File: config.mk
export PLATFORM = sky130hd
export DESIGN_NAME = mem_sync_ctrl
export DESIGN_NICKNAME = d
export VERILOG_FILES = /design/src/rtl/sync_pkg.sv /design/src/rtl/op_counter.sv /design/src/rtl/vreg_tracker.sv /design/src/rtl/sync_decide.sv /design/src/rtl/mem_sync_ctrl.sv
export SDC_FILE = /design/constraint.sdc
export NUM_CORES = 1
export LEC_CHECK = 0
export CAP_MARGIN = 15
export CORE_MARGIN = 4
export CORE_UTILIZATION = 55
export DETAILED_ROUTE_END_ITERATION = 6
export HOLD_SLACK_MARGIN = 0.12
export PLACE_DENSITY = 0.73
export SYNTH_ARGS = -nofsm -noshare
export SYNTH_HDL_FRONTEND = slang
export SYNTH_HIERARCHICAL = 1
export SYNTH_SLANG_ARGS = --single-unit
File: constraint.sdc
create_clock -name clk -period 7.3 [get_ports clk]
set_input_delay 1.46 -clock clk [delete_from_list [all_inputs] [get_ports clk]]
set_output_delay 1.46 -clock clk [all_outputs]
set_load 0.05 [all_outputs]
File: src/rtl/sync_pkg.sv
package sync_pkg;
  localparam int KIND_W = 3;

  typedef enum logic [KIND_W-1:0] {
    K_SAV     = 3'd0,
    K_VAS     = 3'd1,
    K_VAV     = 3'd2,
    K_VPVP    = 3'd3,
    K_SAV_REG = 3'd4,
    K_VAS_REG = 3'd5
  } sync_kind_e;

  localparam int UNIT_S = 0;
  localparam int UNIT_V = 1;
  localparam int NUM_UNITS = 2;
endpackage

File: src/rtl/op_counter.sv
module op_counter #(
  parameter int CNT_W = 8
) (
  input  logic             clk,
  input  logic             rst,
  input  logic             inc,
  input  logic             dec,
  output logic [CNT_W-1:0] cnt,
  output logic             zero
);
  localparam logic [CNT_W-1:0] MAXV = {CNT_W{1'b1}};

  always_ff @(posedge clk) begin
    if (rst) begin
      cnt <= '0;
    end else begin
      unique case ({inc, dec})
        2'b10:   if (cnt != MAXV) cnt <= cnt + 1'b1;
        2'b01:   if (cnt != '0)   cnt <= cnt - 1'b1;
        default: cnt <= cnt;
      endcase
    end
  end

  assign zero = (cnt == '0);
endmodule

File: src/rtl/vreg_tracker.sv
module vreg_tracker #(
  parameter int NUM_VREG = 32,
  parameter int VREG_W   = 5,
  parameter int TAG_W    = 4
) (
  input  logic                clk,
  input  logic                rst,
  input  logic                issue,
  input  logic [VREG_W-1:0]   issue_vreg,
  input  logic [TAG_W-1:0]    issue_tag,
  input  logic                commit,
  input  logic [VREG_W-1:0]   commit_vreg,
  input  logic [TAG_W-1:0]    commit_tag,
  output logic [NUM_VREG-1:0] pend
);
  logic [TAG_W-1:0]    tag_mem [NUM_VREG];
  logic [NUM_VREG-1:0] pend_d;

  // newest tag per register; one write port, no reset
  always_ff @(posedge clk) begin
    if (issue) tag_mem[issue_vreg] <= issue_tag;
  end

  always_comb begin
    pend_d = pend;
    for (int i = 0; i < NUM_VREG; i++) begin
      if (commit && commit_vreg == VREG_W'(i) && tag_mem[i] == commit_tag)
        pend_d[i] = 1'b0;
      // a fresh issue outranks a same-cycle commit
      if (issue && issue_vreg == VREG_W'(i))
        pend_d[i] = 1'b1;
    end
  end

  always_ff @(posedge clk) begin
    if (rst) pend <= '0;
    else     pend <= pend_d;
  end
endmodule

File: src/rtl/sync_decide.sv
module sync_decide
  import sync_pkg::*;
#(
  parameter int NUM_VREG = 32,
  parameter int VREG_W   = 5
) (
  input  logic                clk,
  input  logic                rst,
  input  logic                sync_req,
  input  logic [KIND_W-1:0]   sync_kind,
  input  logic [VREG_W-1:0]   sync_vreg,
  input  logic                s_zero,
  input  logic                v_zero,
  input  logic [NUM_VREG-1:0] s_pend,
  input  logic [NUM_VREG-1:0] v_pend,
  output logic                stall,
  output logic [KIND_W-1:0]   held_kind
);
  logic [VREG_W-1:0] held_vreg;
  logic              busy_new, busy_held;

  function automatic logic must_wait(
    input logic [KIND_W-1:0]   k,
    input logic [VREG_W-1:0]   r,
    input logic                sz,
    input logic                vz,
    input logic [NUM_VREG-1:0] sp,
    input logic [NUM_VREG-1:0] vp
  );
    case (sync_kind_e'(k))
      K_SAV:     must_wait = !vz;
      K_VAS:     must_wait = !sz;
      K_SAV_REG: must_wait = vp[r];
      K_VAS_REG: must_wait = sp[r];
      default:   must_wait = 1'b0;
    endcase
  endfunction

  always_comb begin
    busy_new  = must_wait(sync_kind, sync_vreg, s_zero, v_zero, s_pend, v_pend);
    busy_held = must_wait(held_kind, held_vreg, s_zero, v_zero, s_pend, v_pend);
  end

  always_ff @(posedge clk) begin
    if (rst) begin
      stall     <= 1'b0;
      held_kind <= '0;
      held_vreg <= '0;
    end else if (stall) begin
      if (!busy_held) stall <= 1'b0;
    end else if (sync_req && busy_new) begin
      stall     <= 1'b1;
      held_kind <= sync_kind;
      held_vreg <= sync_vreg;
    end
  end
endmodule

File: src/rtl/mem_sync_ctrl.sv
module mem_sync_ctrl
  import sync_pkg::*;
#(
  parameter int CNT_W    = 8,
  parameter int NUM_VREG = 32,
  parameter int TAG_W    = 4,
  localparam int VREG_W  = $clog2(NUM_VREG)
) (
  input  logic              clk,
  input  logic              rst,
  input  logic              s_issue,
  input  logic [VREG_W-1:0] s_issue_vreg,
  input  logic [TAG_W-1:0]  s_issue_tag,
  input  logic              s_commit,
  input  logic [VREG_W-1:0] s_commit_vreg,
  input  logic [TAG_W-1:0]  s_commit_tag,
  input  logic              v_issue,
  input  logic [VREG_W-1:0] v_issue_vreg,
  input  logic [TAG_W-1:0]  v_issue_tag,
  input  logic              v_commit,
  input  logic [VREG_W-1:0] v_commit_vreg,
  input  logic [TAG_W-1:0]  v_commit_tag,
  input  logic              sync_req,
  input  logic [KIND_W-1:0] sync_kind,
  input  logic [VREG_W-1:0] sync_vreg,
  output logic              stall
);
  logic [NUM_UNITS-1:0]    u_issue, u_commit, u_zero;
  logic [VREG_W-1:0]       u_issue_vreg  [NUM_UNITS];
  logic [VREG_W-1:0]       u_commit_vreg [NUM_UNITS];
  logic [TAG_W-1:0]        u_issue_tag   [NUM_UNITS];
  logic [TAG_W-1:0]        u_commit_tag  [NUM_UNITS];
  logic [CNT_W-1:0]        u_cnt         [NUM_UNITS];
  logic [NUM_VREG-1:0]     u_pend        [NUM_UNITS];
  logic [CNT_W-1:0]        s_cnt, v_cnt;
  logic [KIND_W-1:0]       held_kind;

  always_comb begin
    u_issue[UNIT_S]       = s_issue;
    u_commit[UNIT_S]      = s_commit;
    u_issue_vreg[UNIT_S]  = s_issue_vreg;
    u_commit_vreg[UNIT_S] = s_commit_vreg;
    u_issue_tag[UNIT_S]   = s_issue_tag;
    u_commit_tag[UNIT_S]  = s_commit_tag;
    u_issue[UNIT_V]       = v_issue;
    u_commit[UNIT_V]      = v_commit;
    u_issue_vreg[UNIT_V]  = v_issue_vreg;
    u_commit_vreg[UNIT_V] = v_commit_vreg;
    u_issue_tag[UNIT_V]   = v_issue_tag;
    u_commit_tag[UNIT_V]  = v_commit_tag;
  end

  for (genvar u = 0; u < NUM_UNITS; u++) begin : g_unit
    op_counter #(.CNT_W(CNT_W)) u_cnt_i (
      .clk(clk), .rst(rst),
      .inc(u_issue[u]), .dec(u_commit[u]),
      .cnt(u_cnt[u]), .zero(u_zero[u])
    );

    vreg_tracker #(.NUM_VREG(NUM_VREG), .VREG_W(VREG_W), .TAG_W(TAG_W)) u_trk (
      .clk(clk), .rst(rst),
      .issue(u_issue[u]), .issue_vreg(u_issue_vreg[u]), .issue_tag(u_issue_tag[u]),
      .commit(u_commit[u]), .commit_vreg(u_commit_vreg[u]), .commit_tag(u_commit_tag[u]),
      .pend(u_pend[u])
    );
  end

  assign s_cnt = u_cnt[UNIT_S];
  assign v_cnt = u_cnt[UNIT_V];

  sync_decide #(.NUM_VREG(NUM_VREG), .VREG_W(VREG_W)) u_dec (
    .clk(clk), .rst(rst),
    .sync_req(sync_req), .sync_kind(sync_kind), .sync_vreg(sync_vreg),
    .s_zero(u_zero[UNIT_S]), .v_zero(u_zero[UNIT_V]),
    .s_pend(u_pend[UNIT_S]), .v_pend(u_pend[UNIT_V]),
    .stall(stall), .held_kind(held_kind)
  );
endmodule

==> key figures <==
Detailed routing
  • Top layer reached by signal wires: met4
  • Total wire length: 41.89 mm
  • Via Count: approximately 11k
  • Wire per inst: 23.60 um
  • Post-route DRC: 0
  • DRC violation total after the first TritonRoute iteration: 1,090
  • Router iterations before antenna repair: 5
  • Via density: 6.386
  • Wire length on met3: 3.832 mm
  • Met1 WL: 17.92 mm
  • Antenna viol nets, final: 0
  • Met2 wire length: 19.34 mm

Timing
  • Final TNS setup: 0 ns
  • Final number of max-transition violations: 0
  • Final worst clock skew: around 0.026 ns
  • Number of endpoints failing setup at the final stage: 0
  • Final worst path period need: 3.813 ns
  • Measured slew at the worst slew-check pin: roughly 1.2 ns
  • Period utilisation layout: 52.23%
  • Max Fclk: 0.2623 GHz
  • Crit path setup slack, layout: 3.487 ns
  • Final hold violations: 0
  • Tightest slew margin relative to the limit: 21.01%
  • Setup repair after global routing missed its margin: no

Worst setup path
  • Minimum setup slack among reg-to-reg paths: 4.97 ns
  • Signal arrival time at the worst endpoint: 4.21 ns
  • Reg-to-reg critical path endpoint: u_dec/held_vreg[3]
  • Worst Path Class, Setup: primary input to register
  • Launching point of the worst reg2reg path: g_unit[0].u_trk/pend[12]
  • Highest net fanout along the worst path: 16
  • Worst Setup End Kind: register
  • Worst Reg-to-Reg Cells: 6
  • CP startpoint kind: primary input
  • Critical Path RT: 7.70 ns

Logic synthesis
  • Mean instance size in the synthesized netlist: 12.66 sq um
  • Post-synthesis net count: 1,401
  • Cell Area, Synth: 17,060 sq um
  • Yosys cell types: 70
  • Number of instances in the synthesized netlist: roughly 1.3k
  • Ys async rst share: 0%
  • Number of warning messages in the yosys log: 6
  • Proportion of synthesized chip area in sequential cells: a little under three fifths
  • Top flip-flop cell by instance count after synthesis: sky130_fd_sc_hd__edfxtp_1
  • Number of synthesized flops with an enable pin: about 260
  • Number of storage elements in the synthesis netlist: 345

Final layout
  • Fill cell total of the finished layout: ~2.4k
  • Commonest cells after routing, fill and taps aside: 256 x sky130_fd_sc_hd__xor2_1, 256 x sky130_fd_sc_hd__edfxtp_1, 129 x sky130_fd_sc_hd__a211oi_1
  • Layout overhead on the synthesized area: 9.621%
  • Nets: 1,402
  • Share of layout cells above drive strength 1: 9.652%

Power
  • Maximum ir drop on the vdd rail: 0.0001723 V
  • Pwr/cell area: approximately 230 nW/um^2
  • Pleak: between 6 and 7 nW

Placed design
  • DP Wirelength: 26.48 mm
  • Count of input and output buffers: 51
  • Setup WS pre-CTS: 3.012 ns
  • Placer congestion estimate: 0.9220

Flow run
  • Total of max-cap violations: 0

CTS
  • Post-CTS setup buffer count: 0
  • Count of cells resized by post-cts repair: 0
  • Cell at the root of the clock tree: sky130_fd_sc_hd__clkbuf_16
  • Clock tree from TritonCTS: done
  • Deepest level of the CTS H-tree: 2
  • Number of CTS-inserted buffers: 38
  • Clk sinks: 345
  • Clock transition at path regs: about 0.06 ns
  • Buffer depth of the longest clock path: 3
  • Number of buffers inserted by hold repair at cts: 0
  • Clock latency reported for the late side of the worst-skew pair: 0.53 ns

GRT
  • Number of global-route vias before repair: 11.04k
  • GRT Resource Usage Total: 24.47%
  • Global route total overflow: 0
  • Wire length of the first global-routing pass: 64.40 mm
  • Antenna violations before repair: 1
  • Pin count of the biggest net entering global routing: 49

Floorplanning
  • Vertical die dimension: between 150 and 200 um
  • Number of standard-cell rows in the floorplan: 64
  • Ports: 52
  • Die width: 184.1 um
  • Initial cell density of the core: between 50 and 60%
  • Die area: 33,900 sq um
  • Area of the core: 30,590 sq um

Hold path
  • Cell depth of the worst hold path: 2
  • Start point of the worst min-delay path: u_dec/held_kind[2]
  • Worst min-delay path endpoint: u_dec/held_kind[2]
  • Worst min-delay path category: register to register

Outcome
  • Status: finished, final reports clean
power by group:
part	switching, mW	internal (mW)	leakage [nW]	total [mW]
clock network	0.748	1.07	0.575	1.82
logic	0.236	0.135	2.52	0.370
registers	0.0321	2.13	3.03	2.17
state kept, by name, summed over array words and instances (netlist names):
signal	count
u_dec/held_kind	3
g_unit.u_cnt_i/cnt	16
g_unit.u_trk/tag_mem	256
u_dec/held_vreg	5
u_dec/stall	1
g_unit.u_trk/pend	64
worst max-delay path, stage by stage:
cell                              delay (ns)
sky130_fd_sc_hd__clkdlybuf4s50_1        0.72
sky130_fd_sc_hd__nand2b_1               0.49
sky130_fd_sc_hd__xnor2_1                0.23
sky130_fd_sc_hd__ha_1                   0.27
sky130_fd_sc_hd__or4_1                  0.53
sky130_fd_sc_hd__a22oi_2                0.16
sky130_fd_sc_hd__mux2_1                 0.34
worst max-delay path by stage:
stage                       from                  endpoint  cells past startpoint
floorplan           sync_vreg[0]               u_dec/stall                      8
global placement    sync_vreg[0]               u_dec/stall                      8
detailed placement       s_issue  g_unit[0].u_cnt_i/cnt[6]                      7
CTS                      s_issue  g_unit[0].u_cnt_i/cnt[6]                      7
global route             s_issue  g_unit[0].u_cnt_i/cnt[6]                      7
finish                   s_issue  g_unit[0].u_cnt_i/cnt[6]                      7
through the flow:
step / util [%] / area (sq um) / cells / hold WS (ns) / power (mW)
after detailed placement: 57.16 / 17480 / 1702 / 0.4900 / 2.569
final: 61.14 / 18700 / 1775 / 0.4995 / 4.358
after floorplan: - / 17060 / 1348 / 0.4475 / 2.448
after global routing: 61.14 / 18700 / 1775 / 0.5467 / 4.497
after CTS: 61.01 / 18660 / 1771 / 0.4969 / 4.372
after global placement: 57.16 / 17480 / 1702 / 0.4769 / 2.560
metal layers:
layer / up-vias / GRT usage [%]
li1: 5110 / -
met1: 5644 / 34.88
met2: 517 / 38.14
met3: 65 / 5.763
met4: 0 / 6.625
met5: - / 0
cells by family (layout without fill, tap and decap cells):
group                    after synthesis  in the layout  synth area share (%)
AND/OR/NAND/NOR                      327            327                 11.57
AO/OA/AOI/OAI                        242            242                 9.563
multiplexers                          62             62                 6.102
XOR/XNOR                             258            258                 13.24
adder cells (fa/ha/maj)                2              2                0.1466
buffers and inverters                112            142                 3.879
other                                  0              1                     0
flip-flops                           345            345                 55.50
area by class of cell:
cell class	instances	area, sq um	area share (%)
diodes	1	2.502	0.01338
multi-input cells	891	6930	37.06
clock inverters	11	122.6	0.6556
clock buffers	58	1056	5.646
repair buffers	68	608.1	3.251
inverters	5	18.77	0.1003
well taps	396	495.5	2.649
flip-flops and latches	345	9469	50.63
synth_stat cells, drive strengths merged, types with 5 or more instances:
cell type | n | share of area [%]
nand2 | 28 | 0.62
dfxtp | 89 | 10
inv | 5 | 0.11
o21ai | 5 | 0.15
a21oi | 77 | 2.3
nand4b | 6 | 0.31
clkbuf | 32 | 0.86
nand3 | 17 | 0.56
nand4bb | 6 | 0.40
mux2 | 12 | 0.79
or3 | 6 | 0.22
a22oi | 9 | 0.45
xor2 | 256 | 13
nor2 | 76 | 1.7
and2 | 6 | 0.22
nor3b | 6 | 0.29
mux4 | 30 | 4.1
edfxtp | 256 | 45
nand4 | 14 | 0.51
buf | 74 | 2.9
and4b | 6 | 0.35
nand2b | 13 | 0.48
nor4 | 68 | 2.5
nor4b | 5 | 0.43
or4 | 9 | 0.44
a211oi | 129 | 5.7
nor3 | 14 | 0.41
nor2b | 24 | 0.88
mux2i | 20 | 1.2
and4bb | 6 | 0.44
No activity file was read; power rests on OpenSTA's default activity.
